File: src/rtl/ser_tx_pkg.sv
package ser_tx_pkg;

    localparam int DATA_W = 8;
    localparam int LEN_W  = $clog2(DATA_W);

    typedef struct packed {
        logic [LEN_W-1:0] len;
        logic             par_en;
        logic             par_odd;
        logic             two_stop;
    } tx_cfg_t;

    typedef enum logic [2:0] {
        ST_IDLE,
        ST_START,
        ST_DATA,
        ST_PAR,
        ST_STOP1,
        ST_STOP2
    } tx_state_t;

    function automatic logic [DATA_W-1:0] len_mask(input logic [LEN_W-1:0] len);
        logic [DATA_W-1:0] m;
        for (int i = 0; i < DATA_W; i++)
            m[i] = (i <= int'(len));
        return m;
    endfunction

    function automatic logic parity_of(input logic [DATA_W-1:0] d,
                                       input logic [LEN_W-1:0]  len,
                                       input logic              odd);
        return (^(d & len_mask(len))) ^ odd;
    endfunction

endpackage

File: src/rtl/ser_tx_bit_timer.sv
module ser_tx_bit_timer #(
    parameter int TICKS = 8
) (
    input  logic clk,
    input  logic rst,
    input  logic restart,
    input  logic tick,
    output logic bit_end
);
    localparam int CW = (TICKS > 1) ? $clog2(TICKS) : 1;

    logic [CW-1:0] cnt;

    assign bit_end = tick && (cnt == CW'(TICKS - 1));

    always_ff @(posedge clk) begin
        if (rst || restart)
            cnt <= '0;
        else if (tick)
            cnt <= bit_end ? '0 : cnt + 1'b1;
    end
endmodule

File: src/rtl/ser_tx_frame_seq.sv
module ser_tx_frame_seq
    import ser_tx_pkg::*;
(
    input  logic              clk,
    input  logic              rst,
    input  logic              accept,
    input  logic [DATA_W-1:0] data,
    input  tx_cfg_t           cfg,
    input  logic              bit_end,
    output logic              line,
    output logic              busy
);
    tx_state_t         state;
    tx_cfg_t           cfg_q;
    logic [DATA_W-1:0] shreg;
    logic [LEN_W-1:0]  left;
    logic              par_q;

    always_ff @(posedge clk) begin
        if (rst) begin
            state <= ST_IDLE;
            cfg_q <= '0;
            shreg <= '0;
            left  <= '0;
            par_q <= 1'b0;
        end else if (accept) begin
            state <= ST_START;
            cfg_q <= cfg;
            shreg <= data & len_mask(cfg.len);
            par_q <= parity_of(data, cfg.len, cfg.par_odd);
        end else if (bit_end) begin
            case (state)
                ST_START: begin
                    state <= ST_DATA;
                    left  <= cfg_q.len;
                end
                ST_DATA: begin
                    shreg <= shreg >> 1;
                    if (left == '0)
                        state <= cfg_q.par_en ? ST_PAR : ST_STOP1;
                    else
                        left <= left - 1'b1;
                end
                ST_PAR:   state <= ST_STOP1;
                ST_STOP1: state <= cfg_q.two_stop ? ST_STOP2 : ST_IDLE;
                ST_STOP2: state <= ST_IDLE;
                default:  state <= ST_IDLE;
            endcase
        end
    end

    always_comb begin
        case (state)
            ST_START: line = 1'b0;
            ST_DATA:  line = shreg[0];
            ST_PAR:   line = par_q;
            default:  line = 1'b1;
        endcase
    end

    assign busy = (state != ST_IDLE);
endmodule

File: src/rtl/ser_frame_tx.sv
module ser_frame_tx
    import ser_tx_pkg::*;
#(
    parameter int TICKS_PER_BIT = 8
) (
    input  logic              clk,
    input  logic              rst,
    input  logic              tick,
    input  logic              in_valid,
    output logic              in_ready,
    input  logic [DATA_W-1:0] in_data,
    input  logic [LEN_W-1:0]  cfg_len,
    input  logic              cfg_par_en,
    input  logic              cfg_par_odd,
    input  logic              cfg_two_stop,
    output logic              tx_line,
    output logic              busy
);
    logic    accept;
    logic    bit_end;
    tx_cfg_t cfg_in;

    assign in_ready = !busy;
    assign accept   = in_valid && in_ready;

    always_comb begin
        cfg_in.len      = cfg_len;
        cfg_in.par_en   = cfg_par_en;
        cfg_in.par_odd  = cfg_par_odd;
        cfg_in.two_stop = cfg_two_stop;
    end

    ser_tx_bit_timer #(.TICKS(TICKS_PER_BIT)) u_timer (
        .clk     (clk),
        .rst     (rst),
        .restart (accept),
        .tick    (tick),
        .bit_end (bit_end)
    );

    ser_tx_frame_seq u_seq (
        .clk     (clk),
        .rst     (rst),
        .accept  (accept),
        .data    (in_data),
        .cfg     (cfg_in),
        .bit_end (bit_end),
        .line    (tx_line),
        .busy    (busy)
    );
endmodule

File: config.mk
export PLATFORM = sky130hd
export DESIGN_NAME = ser_frame_tx
export DESIGN_NICKNAME = d
export VERILOG_FILES = /design/src/rtl/ser_tx_pkg.sv /design/src/rtl/ser_tx_bit_timer.sv /design/src/rtl/ser_tx_frame_seq.sv /design/src/rtl/ser_frame_tx.sv
export SDC_FILE = /design/constraint.sdc
export NUM_CORES = 1
export LEC_CHECK = 0
export BUFFER_PORTS_ARGS = -buffer_cell sky130_fd_sc_hd__buf_2
export CORE_UTILIZATION = 30
export CTS_BUF_LIST = sky130_fd_sc_hd__clkbuf_4
export DETAILED_ROUTE_END_ITERATION = 10
export MAX_ROUTING_LAYER = met4
export SKIP_LAST_GASP = 1
export SYNTH_ARGS = -nofsm -noshare
export SYNTH_HDL_FRONTEND = slang
export SYNTH_SLANG_ARGS = --single-unit
File: constraint.sdc
create_clock -name clk -period 1.6 [get_ports clk]
set_input_delay 0.32 -clock clk [delete_from_list [all_inputs] [get_ports clk]]
set_output_delay 0.32 -clock clk [all_outputs]
set_load 0.005 [all_outputs]
# Word-level counts from Yosys, hierarchy flattened
# Index checks and enable logic that the tools add are counted.
[totals]
input_bits = 18
romBits = 0
latchBits = 0
ramBits = 0
memories = 0
reg_bits = 23
output_inout_bits = 3
[classes]
add_sub_neg = 2
n_reduce_logical = 15
n_mul = 0
eq_ne = 8
bitwise_logic = 3
muxes = 13
shift = 0
div_mod_pow = 0
magnitude_cmp = 7
[op_table]
columns = ["cell", "n"]
rows = [
  ["$mux W8", 3],
  ["$mux W3", 5],
  ["$le A3 B3 Y1 const A", 4],
  ["$pmux W3 S4", 1],
  ["$and A8 B8 Y8", 1],
  ["$reduce_xor A8 Y1", 1],
  ["$eq A3 B2 Y1 const B", 2],
  ["$eq A3 B3 Y1 const B", 2],
  ["$le A2 B3 Y1 const A", 2],
  ["$pmux W3 S2", 1],
  ["$reduce_and A2 Y1", 3],
  ["$reduce_bool A2 Y1", 3],
  ["$reduce_and A4 Y1", 1],
  ["$add A3 B1 Y3 const B", 1],
  ["$eq A3 B1 Y1 const B", 1],
  ["$le A1 B3 Y1 const A", 1],
  ["$logic_not A3 Y1", 1],
  ["$ne A3 B2 Y1 const B", 1],
  ["$pmux W1 S3", 1],
  ["$reduce_bool A3 Y1", 1],
  ["$sub A3 B1 Y3 const B", 1],
  ["$logic_and A1 B1 Y1", 2],
  ["$mux W1", 2],
  ["$ne A2 B1 Y1 const B", 1],
  ["6 further kinds", 6],
]

# Depth between registers and ports, before layout
[depth]
word_depth = 5
mapped_depth = 7
mapped_depth_nobuf = 7

# Modules after synthesis
# A second synthesis with hierarchy kept.
[unflattened]
cells_unflattened = 157
hier_area_um2 = 1381.3
[by_module_without_submodules]
columns = ["mod", "area_each_um2", "seq_area_each_um2", "instances", "cells_per_inst"]
rows = [
  ["ser_tx_frame_seq", 1216.2, 400.4, 1, 141],
  ["ser_tx_bit_timer", 155.1, 60.1, 1, 14],
  ["ser_frame_tx", 10.0, 0.0, 1, 2],
]

# Worst setup path before layout
# OpenSTA, ideal clock, no wires.
[synth_path]
kind = "flip-flop to flip-flop"
startpoint = "register u_timer.cnt[0]"
endpoint = "register u_seq.left[2]"
setup_slack_ns = 0.021
arrival_time_ns = 1.484
path_stages_with_launch = 8
n_path_buf = 0
path_cell_list = "dfxtp_1 -> ha_1 -> ha_1 -> nand2_1 -> nor2_1 -> a21boi_2 -> o21ai_0 -> a221oi_1"
[synth_between]
elab_chain_cells = 3
[synth_rtl]
columns = ["item", "line", "text"]
rows = [
  ["start, declared", "ser_tx_bit_timer.sv:12", "logic [CW-1:0] cnt;"],
  ["start signal, assigned", "ser_tx_bit_timer.sv:20", "cnt <= bit_end ? '0 : cnt + 1'b1;"],
  ["$eq A3 B3 Y1", "ser_tx_bit_timer.sv:14", "assign bit_end = tick && (cnt == CW'(TICKS - 1));"],
  ["$logic_and A1 B1 Y1", "ser_tx_bit_timer.sv:14", ""],
  ["$reduce_and A4 Y1 (no source line)", "-", ""],
  ["end signal, assigned", "ser_tx_frame_seq.sv:35", "left <= cfg_q.len;"],
  ["end signal, assigned", "ser_tx_frame_seq.sv:42", "left <= left - 1'b1;"],
  ["end, declared", "ser_tx_frame_seq.sv:16", "logic [LEN_W-1:0] left;"],
]
# No other way between the ends.
# A chain may end at the register's enable or synchronous reset.

# Final worst setup path
[layout_path]
startpoint = "register u_seq.state[1]"
endpoint = "output port tx_line"
[layout_between]
elab_chain_cells = 2
word_cells_on_any_way = 4
cone_classes = "3 x eq/ne; 1 x mux"
[layout_rtl]
columns = ["item", "line", "text"]
rows = [
  ["start, declared", "ser_tx_frame_seq.sv:13", "tx_state_t state;"],
  ["start signal, assigned", "ser_tx_frame_seq.sv:40", "state <= cfg_q.par_en ? ST_PAR : ST_STOP1;"],
  ["start signal, assigned", "ser_tx_frame_seq.sv:45", "ST_STOP1: state <= cfg_q.two_stop ? ST_STOP2 : ST_IDLE;"],
  ["$eq A3 B2 Y1 / $eq A3 B1 Y1 (equally long branches)", "ser_tx_frame_seq.sv:53", "case (state)"],
  ["$pmux W1 S3 (*)", "ser_tx_frame_seq.sv:53", ""],
  ["end, declared", "ser_frame_tx.sv:16", "output logic tx_line,"],
]
# Every way passes the cells marked *; elsewhere a longest branch is shown, timed or not.

==> impl_results.md <==
- Via density: 4.887
- Nets@finish: 221
- Pwr Density: 674.1 mW/mm2
- Design Power: 1.164 mW
- HP Class: primary input to flop
- Worst Reg-to-Reg Cells: 7
- First-pass GRT wire length: 5126 um
- DRC: 0
- Lkg Pwr: 0.6996 nW
- Area of the core: 0.004058 mm2
- Syn Nets: 180
- ANT cells: 0
- Most common cell after layout, fill and taps aside: buf_4
- Most used cells in the layout excluding fill and tap cells: buf_4 (20), nand2_1 (19), buf_2 (19)
- Syn-to-layout area delta: 33.72%
- CTS tree: yes
- Met1 GRT Util: 19.78%
- RSZ-0062 raised after global routing: true
- CP Data Required Time: ~1.3 ns
- Maxcap violations: 0
- DR vias: 1212
- FF-to-FF End: u_seq.left[0]
- #FFs+latches synth: 23
- Worst slew pin tran: ~0.37 ns
- Initial antenna violation count: 0
- Crit path buf inv count: 2
- Crit-path cells: buf_6 > nand2_4 > a22oi_2 > or2_4 > buf_6
- Synth Cell Area: around 0.0013 mm2
- Startpoint Class: flop
- Crit Path Class: flop to output port
- Hold Crit Depth: 3
- Reg2reg start: u_seq.left[0]
- HPWL after DPL: about 2200 um
- GRT Overall Usage: approximately 15%
- Routability cong.: 0.7669
- CP delay by family, top: flip-flops
- Post-synthesis async set-or-reset flop share: 0%
- Synth Warn #: 0
- GRT Max-Usage Layer: met2
- FMAX: 0.6288 GHz
- EDFF count, synth: 0
- Reg2reg setup slack: ~0.090 ns
- Final ANT Viol Nets: 0
- Relative slew margins: 75.38%
- Post-synthesis cell count: 158
- Die area: 0.004570 mm2
- GRT Residual Overflow: 0
- Htree depth: 1
- Final setup viols: 0
- Layout cell share with drive strength beyond 1: 35.35%
- Syn_area_per_cell: 8.172 um2
- Root buf cell: clkbuf_4
- Row cnt: 23
- Tcrit/Tclk final: 99.40%
- Slowest CP cell: dfxtp_4
- GRT met2 Usage: 24.63%
- Crit-path max cell delay: 0.37 ns
- Die Span X: just under 70 um
- Max FO, Critical Path: 3
- WP data arrival: 1.27 ns
- Slew Viols, Final: 0
- Final Hold Viols: 0
- Post-layout minimum cycle time: 1.590 ns
- Initial Util: a little under a third
- Worst hold path endpoint: u_seq.cfg_q[0]
- IO Count: 21
- Predominant post-synthesis flop cell: dfxtp_1
- Post-route cell area: 0.001727 mm2
- Clk_skew: between 0.003 and 0.004 ns
- Vias in the first global route: between 1000 and 1500
- Number of buffers added on ports: 20
- TritonRoute pass-1 iters: 4
- Hold_sp: cfg_two_stop
- Crit. End Element: output port
- DRT iter0 DRCs: 56
- Hold_buf cts: 0
- Status: completed
- Pin count of the biggest net entering global routing: 20
- Clk slew on worst S/H paths: 0.12 ns
- Routed len/inst: 12.27 um
- CTS buffer count: 3
- Netlist cell types: 41
- Routed WL: 3044 um
- Maximum VDD drop: 0.5145 mV
- Placed inst area: ~0.0016 mm2
- Register area share after synthesis: 35.66%
- Most used cell, CP: buf_6
- GRT met3 Usage: ~3.0%
- Die Height: 67.61 um
- Clk_lat worst skew: around 0.31 ns
- Clock Path Buffers: 2
- Sink Count: 23
-- worst max path at each step --
stage	from	end	cells past startpoint
global route	u_seq.state[1]	tx_line	5
finish	u_seq.state[1]	tx_line	5
floorplan	u_timer.cnt[0]	u_seq.left[2]	7
CTS	u_seq.state[1]	busy	5
detailed placement	u_timer.cnt[1]	u_seq.left[2]	7
global placement	cfg_len[0]	u_seq.par_q	6
-- report_power, final --
part	leakage, nW	internal, mW	switching, mW	total (mW)
Combinational	0.490	0.130	0.120	0.251
Clock	0.0184	0.114	0.172	0.286
Sequential	0.192	0.602	0.0255	0.627
-- kinds of logic after synthesis --
| kind of cell | synth area share, % |
|---|---|
| AND/OR/NAND/NOR | 23.93 |
| AO/OA/AOI/OAI | 22.38 |
| flip-flops | 35.66 |
| buffers and inverters | 3.779 |
| XOR/XNOR | 5.718 |
| multiplexers | 4.651 |
| adder cells (fa/ha/maj) | 3.876 |
-- stage by stage --
step                      setup TNS (ns)  hold slack [ns]  setup WS [ns]  utilization [%]  instances
after floorplan                        0           0.4332        0.02100                -        158
after global placement                 0           0.4442        0.02166            38.33        239
after detailed placement        -0.05372           0.4483       -0.04295            38.33        239
after CTS                      -0.002315           0.2280      -0.002315            40.21        245
after global routing            -0.08974           0.2207       -0.05031            42.55        248
final                                  0           0.2336       0.009662            42.55        248
-- repair_timing --
| item | in CTS | in global routing |
|---|---|---|
| gates resized for setup | 9 | 21 |
| cloned | 0 | 0 |
| setup endpoints to repair | 3 | 15 |
| buffers inserted | 2 | 3 |
| pin swaps | 1 | 10 |
-- cell type report --
cell class	instances	area [um2]
Multi-Input combinational cell	123	859.6
Sequential cell	23	473.0
Timing Repair Buffer	42	279.0
Clock buffer	4	30.03
Inverter	6	22.52
Fill cell	409	2331
Tap cell	50	62.56
-- registers in the layout, indices dropped and copies added, names as in the netlist --
name,count
u_seq.shreg,8
u_seq.left,3
u_timer.cnt,3
u_seq.cfg_q,5
u_seq.state,3
u_seq.par_q,1
-- synth_stat cells, types with 4 or more instances --
library cell / instances / area (um2)
mux2i_1: 6 / 60.06
nand2b_1: 5 / 31.28
dfxtp_1: 23 / 460.4
ha_1: 4 / 50.05
o21ai_0: 8 / 40.04
nor2_1: 14 / 52.55
inv_1: 6 / 22.52
a21oi_1: 17 / 85.08
a211oi_1: 5 / 37.54
nand2_1: 21 / 78.83
-- routing by layer --
metal  share of wire [%]  up-vias
li1                    -      634
met4                0.46        0
met3                 1.9        2
met5                   0        -
met1                  51      565
met2                  47       11
-- worst register-to-register path: stages, from the launching register on --
cell and delay [ns]:
dfxtp_2 0.34, inv_1 0.07, ha_1 0.19, nand2b_1 0.11, nand3b_1 0.15, a21boi_4 0.27
o21ai_1 0.10, a211oi_1 0.20
(Power assumes the default switching activity.)
